`config.mk`:
```
export PLATFORM = sky130hd
export DESIGN_NAME = rx_hold_fifo
export DESIGN_NICKNAME = d
export VERILOG_FILES = /design/src/rtl/rxq_pkg.sv /design/src/rtl/rxq_store.sv /design/src/rtl/rxq_ctrl.sv /design/src/rtl/rxq_state.sv /design/src/rtl/rx_hold_fifo.sv
export SDC_FILE = /design/constraint.sdc
export NUM_CORES = 1
export LEC_CHECK = 0
export BUFFER_PORTS_ARGS = -buffer_cell sky130_fd_sc_hd__clkbuf_2
export CORE_UTILIZATION = 30
export CTS_CLUSTER_SIZE = 10
export DETAILED_ROUTE_END_ITERATION = 6
export GPL_TIMING_DRIVEN = 0
export PLACE_DENSITY = 0.47
export SLEW_MARGIN = 20
export SYNTH_ARGS = -nofsm -noshare
export SYNTH_HDL_FRONTEND = slang
export SYNTH_SLANG_ARGS = --single-unit
export TNS_END_PERCENT = 20
```
`constraint.sdc`:
```
create_clock -name clk -period 7 [get_ports clk]
set_clock_uncertainty 0.1 [all_clocks]
set_input_delay 0.35 -clock clk [delete_from_list [all_inputs] [get_ports clk]]
set_output_delay 0.35 -clock clk [all_outputs]
set_load 0.05 [all_outputs]
```
`src/rtl/rxq_pkg.sv`:
```
package rxq_pkg;

    localparam int unsigned RXQ_BYTE_W = 8;
    localparam int unsigned RXQ_DEPTH  = 4;

    // Per-cycle operation applied to the storage array.
    typedef struct packed {
        logic pop;    // remove the oldest entry
        logic push;   // append at the tail
        logic over;   // overwrite the newest entry in place
    } rxq_op_t;

    typedef enum logic [1:0] {
        EN_HOLD = 2'd0,
        EN_SET  = 2'd1,
        EN_CLR  = 2'd2
    } rxq_en_cmd_t;

    // Decode the enable strobes; disabling wins over enabling.
    function automatic rxq_en_cmd_t rxq_en_decode(input logic on, input logic off, input logic rst_rcv);
        if (rst_rcv || off) return EN_CLR;
        if (on)             return EN_SET;
        return EN_HOLD;
    endfunction

endpackage

```
`src/rtl/rxq_store.sv`:
```
module rxq_store
    import rxq_pkg::*;
#(
    parameter int unsigned DATA_W = RXQ_BYTE_W,
    parameter int unsigned DEPTH  = RXQ_DEPTH
) (
    input  logic                          clk,
    input  logic                          rst,
    input  logic                          flush,
    input  rxq_op_t                       op,
    input  logic [DATA_W-1:0]             wdata,
    output logic [DATA_W-1:0]             head_data,
    output logic [$clog2(DEPTH+1)-1:0]    count
);
    localparam int unsigned PW = (DEPTH > 1) ? $clog2(DEPTH) : 1;
    localparam int unsigned CW = $clog2(DEPTH + 1);

    logic [DATA_W-1:0] mem [DEPTH];
    logic [PW-1:0]     head_q;
    logic [CW-1:0]     cnt_q;
    logic [PW-1:0]     tail_idx;
    logic [PW-1:0]     newest_idx;

    function automatic logic [PW-1:0] ptr_add(input logic [PW-1:0] base, input int unsigned off);
        int unsigned s;
        s = (int'(base) + off) % DEPTH;
        return PW'(s);
    endfunction

    always_comb begin
        tail_idx   = ptr_add(head_q, int'(cnt_q));
        newest_idx = ptr_add(head_q, int'(cnt_q) + DEPTH - 1);
    end

    always_ff @(posedge clk) begin
        if (rst || flush) begin
            head_q <= '0;
            cnt_q  <= '0;
        end else begin
            if (op.pop) head_q <= ptr_add(head_q, 1);
            if (op.push && !op.pop)      cnt_q <= cnt_q + CW'(1);
            else if (op.pop && !op.push) cnt_q <= cnt_q - CW'(1);
        end
    end

    always_ff @(posedge clk) begin
        if (!rst && !flush) begin
            if (op.push)      mem[tail_idx]   <= wdata;
            else if (op.over) mem[newest_idx] <= wdata;
        end
    end

    assign head_data = mem[head_q];
    assign count     = cnt_q;

endmodule

```
`src/rtl/rxq_ctrl.sv`:
```
module rxq_ctrl
    import rxq_pkg::*;
#(
    parameter int unsigned DATA_W = RXQ_BYTE_W,
    parameter int unsigned DEPTH  = RXQ_DEPTH
) (
    input  logic [$clog2(DEPTH+1)-1:0] count,
    input  logic                       enabled,
    input  logic                       rcv_reset,
    input  logic                       rx_valid,
    input  logic [DATA_W-1:0]          rx_data,
    input  logic                       brk_evt,
    input  logic                       pop_req,
    output rxq_op_t                    op,
    output logic [DATA_W-1:0]          wdata,
    output logic                       line_ready
);
    localparam int unsigned CW = $clog2(DEPTH + 1);

    logic is_full, is_empty, pop_ok, take_data;

    always_comb begin
        is_full    = (count == CW'(DEPTH));
        is_empty   = (count == '0);
        line_ready = enabled && !is_full;
        pop_ok     = pop_req && !is_empty && !rcv_reset;
        take_data  = rx_valid && line_ready && !brk_evt && !rcv_reset;

        op.pop  = pop_ok;
        op.push = take_data || (brk_evt && !rcv_reset && (!is_full || pop_ok));
        op.over = brk_evt && !rcv_reset && is_full && !pop_ok;
        wdata   = brk_evt ? '0 : rx_data;
    end

endmodule

```
`src/rtl/rxq_state.sv`:
```
module rxq_state
    import rxq_pkg::*;
(
    input  logic clk,
    input  logic rst,
    input  logic rcv_on,
    input  logic rcv_off,
    input  logic rcv_reset,
    input  logic brk_evt,
    input  logic brk_clr,
    output logic enabled,
    output logic brk_flag
);
    rxq_en_cmd_t en_cmd;

    assign en_cmd = rxq_en_decode(rcv_on, rcv_off, rcv_reset);

    always_ff @(posedge clk) begin
        if (rst) begin
            enabled  <= 1'b0;
            brk_flag <= 1'b0;
        end else begin
            case (en_cmd)
                EN_SET:  enabled <= 1'b1;
                EN_CLR:  enabled <= 1'b0;
                default: enabled <= enabled;
            endcase
            if (brk_evt)      brk_flag <= 1'b1;
            else if (brk_clr) brk_flag <= 1'b0;
        end
    end

endmodule

```
`src/rtl/rx_hold_fifo.sv`:
```
module rx_hold_fifo
    import rxq_pkg::*;
#(
    parameter int unsigned DATA_W = RXQ_BYTE_W,
    parameter int unsigned DEPTH  = RXQ_DEPTH
) (
    input  logic              clk,
    input  logic              rst,
    input  logic              rx_valid,
    input  logic [DATA_W-1:0] rx_data,
    input  logic              brk_evt,
    input  logic              rcv_on,
    input  logic              rcv_off,
    input  logic              rcv_reset,
    input  logic              brk_clr,
    input  logic              pop_req,
    output logic [DATA_W-1:0] rd_data,
    output logic              rdy_flag,
    output logic              full_flag,
    output logic              brk_flag,
    output logic              line_ready
);
    localparam int unsigned CW = $clog2(DEPTH + 1);

    rxq_op_t           op;
    logic [DATA_W-1:0] wdata;
    logic [DATA_W-1:0] head_data;
    logic [CW-1:0]     count;
    logic              enabled;

    rxq_state u_state (
        .clk       (clk),
        .rst       (rst),
        .rcv_on    (rcv_on),
        .rcv_off   (rcv_off),
        .rcv_reset (rcv_reset),
        .brk_evt   (brk_evt),
        .brk_clr   (brk_clr),
        .enabled   (enabled),
        .brk_flag  (brk_flag)
    );

    rxq_ctrl #(.DATA_W(DATA_W), .DEPTH(DEPTH)) u_ctrl (
        .count      (count),
        .enabled    (enabled),
        .rcv_reset  (rcv_reset),
        .rx_valid   (rx_valid),
        .rx_data    (rx_data),
        .brk_evt    (brk_evt),
        .pop_req    (pop_req),
        .op         (op),
        .wdata      (wdata),
        .line_ready (line_ready)
    );

    rxq_store #(.DATA_W(DATA_W), .DEPTH(DEPTH)) u_store (
        .clk       (clk),
        .rst       (rst),
        .flush     (rcv_reset),
        .op        (op),
        .wdata     (wdata),
        .head_data (head_data),
        .count     (count)
    );

    assign rdy_flag  = (count != '0);
    assign full_flag = (count == CW'(DEPTH));
    assign rd_data   = rdy_flag ? head_data : '0;

endmodule

```
==> results.yml <==
critical_path:
  crit_fanout: 8
  cp.required_ns: 7.11
  start_kind: "flop"
  worstSetupPathType: "flop to flop"
  crit_arrival_ns: 2.84
  end_kind: "flop"
power_and_ir_drop:
  power_leakage_nw: 0.785
  internal_power_w: 0.000358
  power.total_w: 0.000487
  p_seq_frac: 0.552
  powerDensity_nw_per_um2: 226
  p_sw_frac: 0.265
  vdd_drop_max_v: 0.0000769
  switching_power_w: 0.000129
  power.share.clock: 0.330
  p_comb_frac: 0.117
global_routing:
  grt_max_degree: 16
  grt_pass1_vias: 1161
  grt_pass1_wl_um: 5750
  antenna_found_initial: 0
  grt_usage: 0.125
  grt-ovfl-total: 0
synthesis:
  synth_nets: 147
  syn_inst: 126
  async_flop_share: 0
  synth.avg_cell_area_sq_um: 14.4
  syn_area_sq_um: 1820
  synth_edf_count: 32
  synth_area_leaders: "edfxtp_1 53%, dfxtp_1 9.9%, mux4_2 9.9%"
  synth_seq_area_share: 0.627
  synth_top_area_share: 0.528
  netlist-cell-type-count: 32
  yosys.cell_count.top_type: "edfxtp_1"
  synth_ff_type: "edfxtp_1"
  synth_top_cell_by_area: "edfxtp_1"
  synth_commonest_cells: "32 x edfxtp_1, 10 x nor2_1, 9 x dfxtp_1, 9 x nor2b_1"
  ys_ff_latch: 41
  yosysWarnings: 0
sta:
  tightestPinTransition_ns: 1.02
  finalMaxSlewViolations: 0
  rsz0062_at_grt: "no"
  tns_ns: 0
  slew_headroom: 0.319
  timing.final.crit_share: 0.390
  hold_viol: 0
  fmax_mhz: 366
  timing.final.crit_period_ns: 2.73
  finalSetupViolCount: 0
final_layout:
  drive_gt1_frac: 0.321
  syn2layout_area_growth_pct: 18.4
  stdcell_area_sq_um: 2150
  diodes: 0
  layout.nets: 182
floorplanning:
  rows: 27
  die_x_um: 79.9
  start_util: 0.321
  die_h_um: 79.9
  boundaryPins: 29
  core-area_sq_um: 5680
  dieArea_sq_um: 6380
route:
  wl_per_cell_um: 14.9
  detail_route.iter0.violations: 16
  vias_per_cell: 4.81
  drcViolationCount: 0
  first_pass_iters: 4
  final_antenna_net_count: 0
  routed_wl_um: 3480
  via_count: 1126
clock_network:
  clock_latency_ns: 0.29
  postCtsResizedCells: 0
  cts_hold_buffers: 0
  htreeDepth: 2
  cts_max_path_buffers: 2
  clock_tree.root_cell: "clkbuf_8"
  cts_made_buffers: 5
  cts.clk_slew.worst_paths_ns: 0.09
  post_cts_buffers: 0
  clock_sinks: 41
  cts_tree: "built"
place:
  dp_hpwl_um: 2350
  io_buffer_count: 28
  place_area_sq_um: 2060
  gp_congestion: 0.727
run:
  drv_cap: 0
min_path:
  hold_class: "primary input to flop"
outcome:
  status: "completed"
## power groups by stage
stage          Combinational (W)  Sequential [W]  Clock (W)
4_1_cts                0.0000581        0.000269   0.000166
2_1_floorplan          0.0000398        0.000275          0
3_5_place_dp           0.0000579        0.000275          0
6_report               0.0000572        0.000269   0.000161
5_1_grt                0.0000625        0.000270   0.000177
3_3_place_gp           0.0000559        0.000275          0
## cell families after synthesis
kind of cell	share of synthesized area
flops	0.627
buf+inv	0.0213
fa+ha+maj	0.0316
mux	0.105
xor+xnor	0.0289
simple gates	0.149
compound gates	0.0371
## layer usage
| metal | part of all wire | GRT usage | up-vias |
|---|---|---|---|
| li1 | - | - | 535 |
| met1 | 0.43 | 0.148 | 553 |
| met2 | 0.51 | 0.215 | 30 |
| met3 | 0.045 | 0.0331 | 8 |
| met4 | 0.020 | 0.0500 | 0 |
| met5 | 0 | 0 | - |
## worst paths after layout
kind                    startpoint          endpoint  slack [ns]  cells after the start
setup / recovery  u_store.count[0]  u_store.count[2]        4.27                     10
hold / removal             rcv_off   u_state.enabled        0.11                      2
setup reg to reg  u_store.count[0]  u_store.count[2]        4.27                     10
hold reg to reg    u_state.enabled   u_state.enabled        0.40                      2
## layout by cell type (no fill, tap or decap)
master,count
nor4b_2,1
nand3b_1,1
clkbuf_1,4
clkbuf_8,5
clkbuf_2,28
edfxtp_1,32
xor2_1,4
buf_2,1
or3b_2,1
o21ai_2,1
or3_1,2
nor3b_1,2
inv_1,5
nand3_1,2
o21ai_0,1
nand2_1,1
and2_1,8
fa_1,1
ha_1,3
inv_6,2
dfxtp_1,9
mux4_2,8
or4b_4,1
nor2_1,10
a21o_1,1
nor3_1,2
and3_1,1
clkinvlp_4,1
xnor2_1,2
nand4b_1,1
a22oi_1,1
or2_2,1
a2bb2oi_1,1
mux2i_1,1
nor3_2,2
nor2b_1,9
a21oi_1,6
## registers in the layout, summed over array words and instances, names as in the netlist, named ones only
signal / count
u_store.mem: 32
u_state.enabled: 1
u_state.brk_flag: 1
u_store.head_q: 2
u_store.count: 3
## layout make-up
cell class,instances,area [sq um]
clock buffers,5,68.8
multi-input cells,75,649
clock inverters,3,25.0
flip-flops and latches,41,1140
repair buffers,28,140
inverters,5,18.8
fillers,565,3520
plain buffers,5,20.0
well taps,72,90.1
## critical path, cell delays in order (launching register included)
cell and delay, ns:
dfxtp_1 0.53, nor3b_1 0.14, nor3_1 0.35, a21oi_1 0.08, nor2_1 0.13, ha_1 0.20, inv_1 0.06, fa_1 0.38
xor2_1 0.16, or3_1 0.32, a21oi_1 0.19
## metrics by stage
stage / utilization / std cells / setup slack (ns) / hold WS, ns
after floorplan: - / 126 / 3.83 / 0.322
after global placement: 0.361 / 226 / 4.08 / 0.378
after detailed placement: 0.363 / 226 / 4.26 / 0.391
after CTS: 0.379 / 234 / 4.24 / 0.0978
after global routing: 0.379 / 234 / 4.00 / 0.102
final: 0.379 / 234 / 4.27 / 0.107
Power figures use the tool's default switching activity.
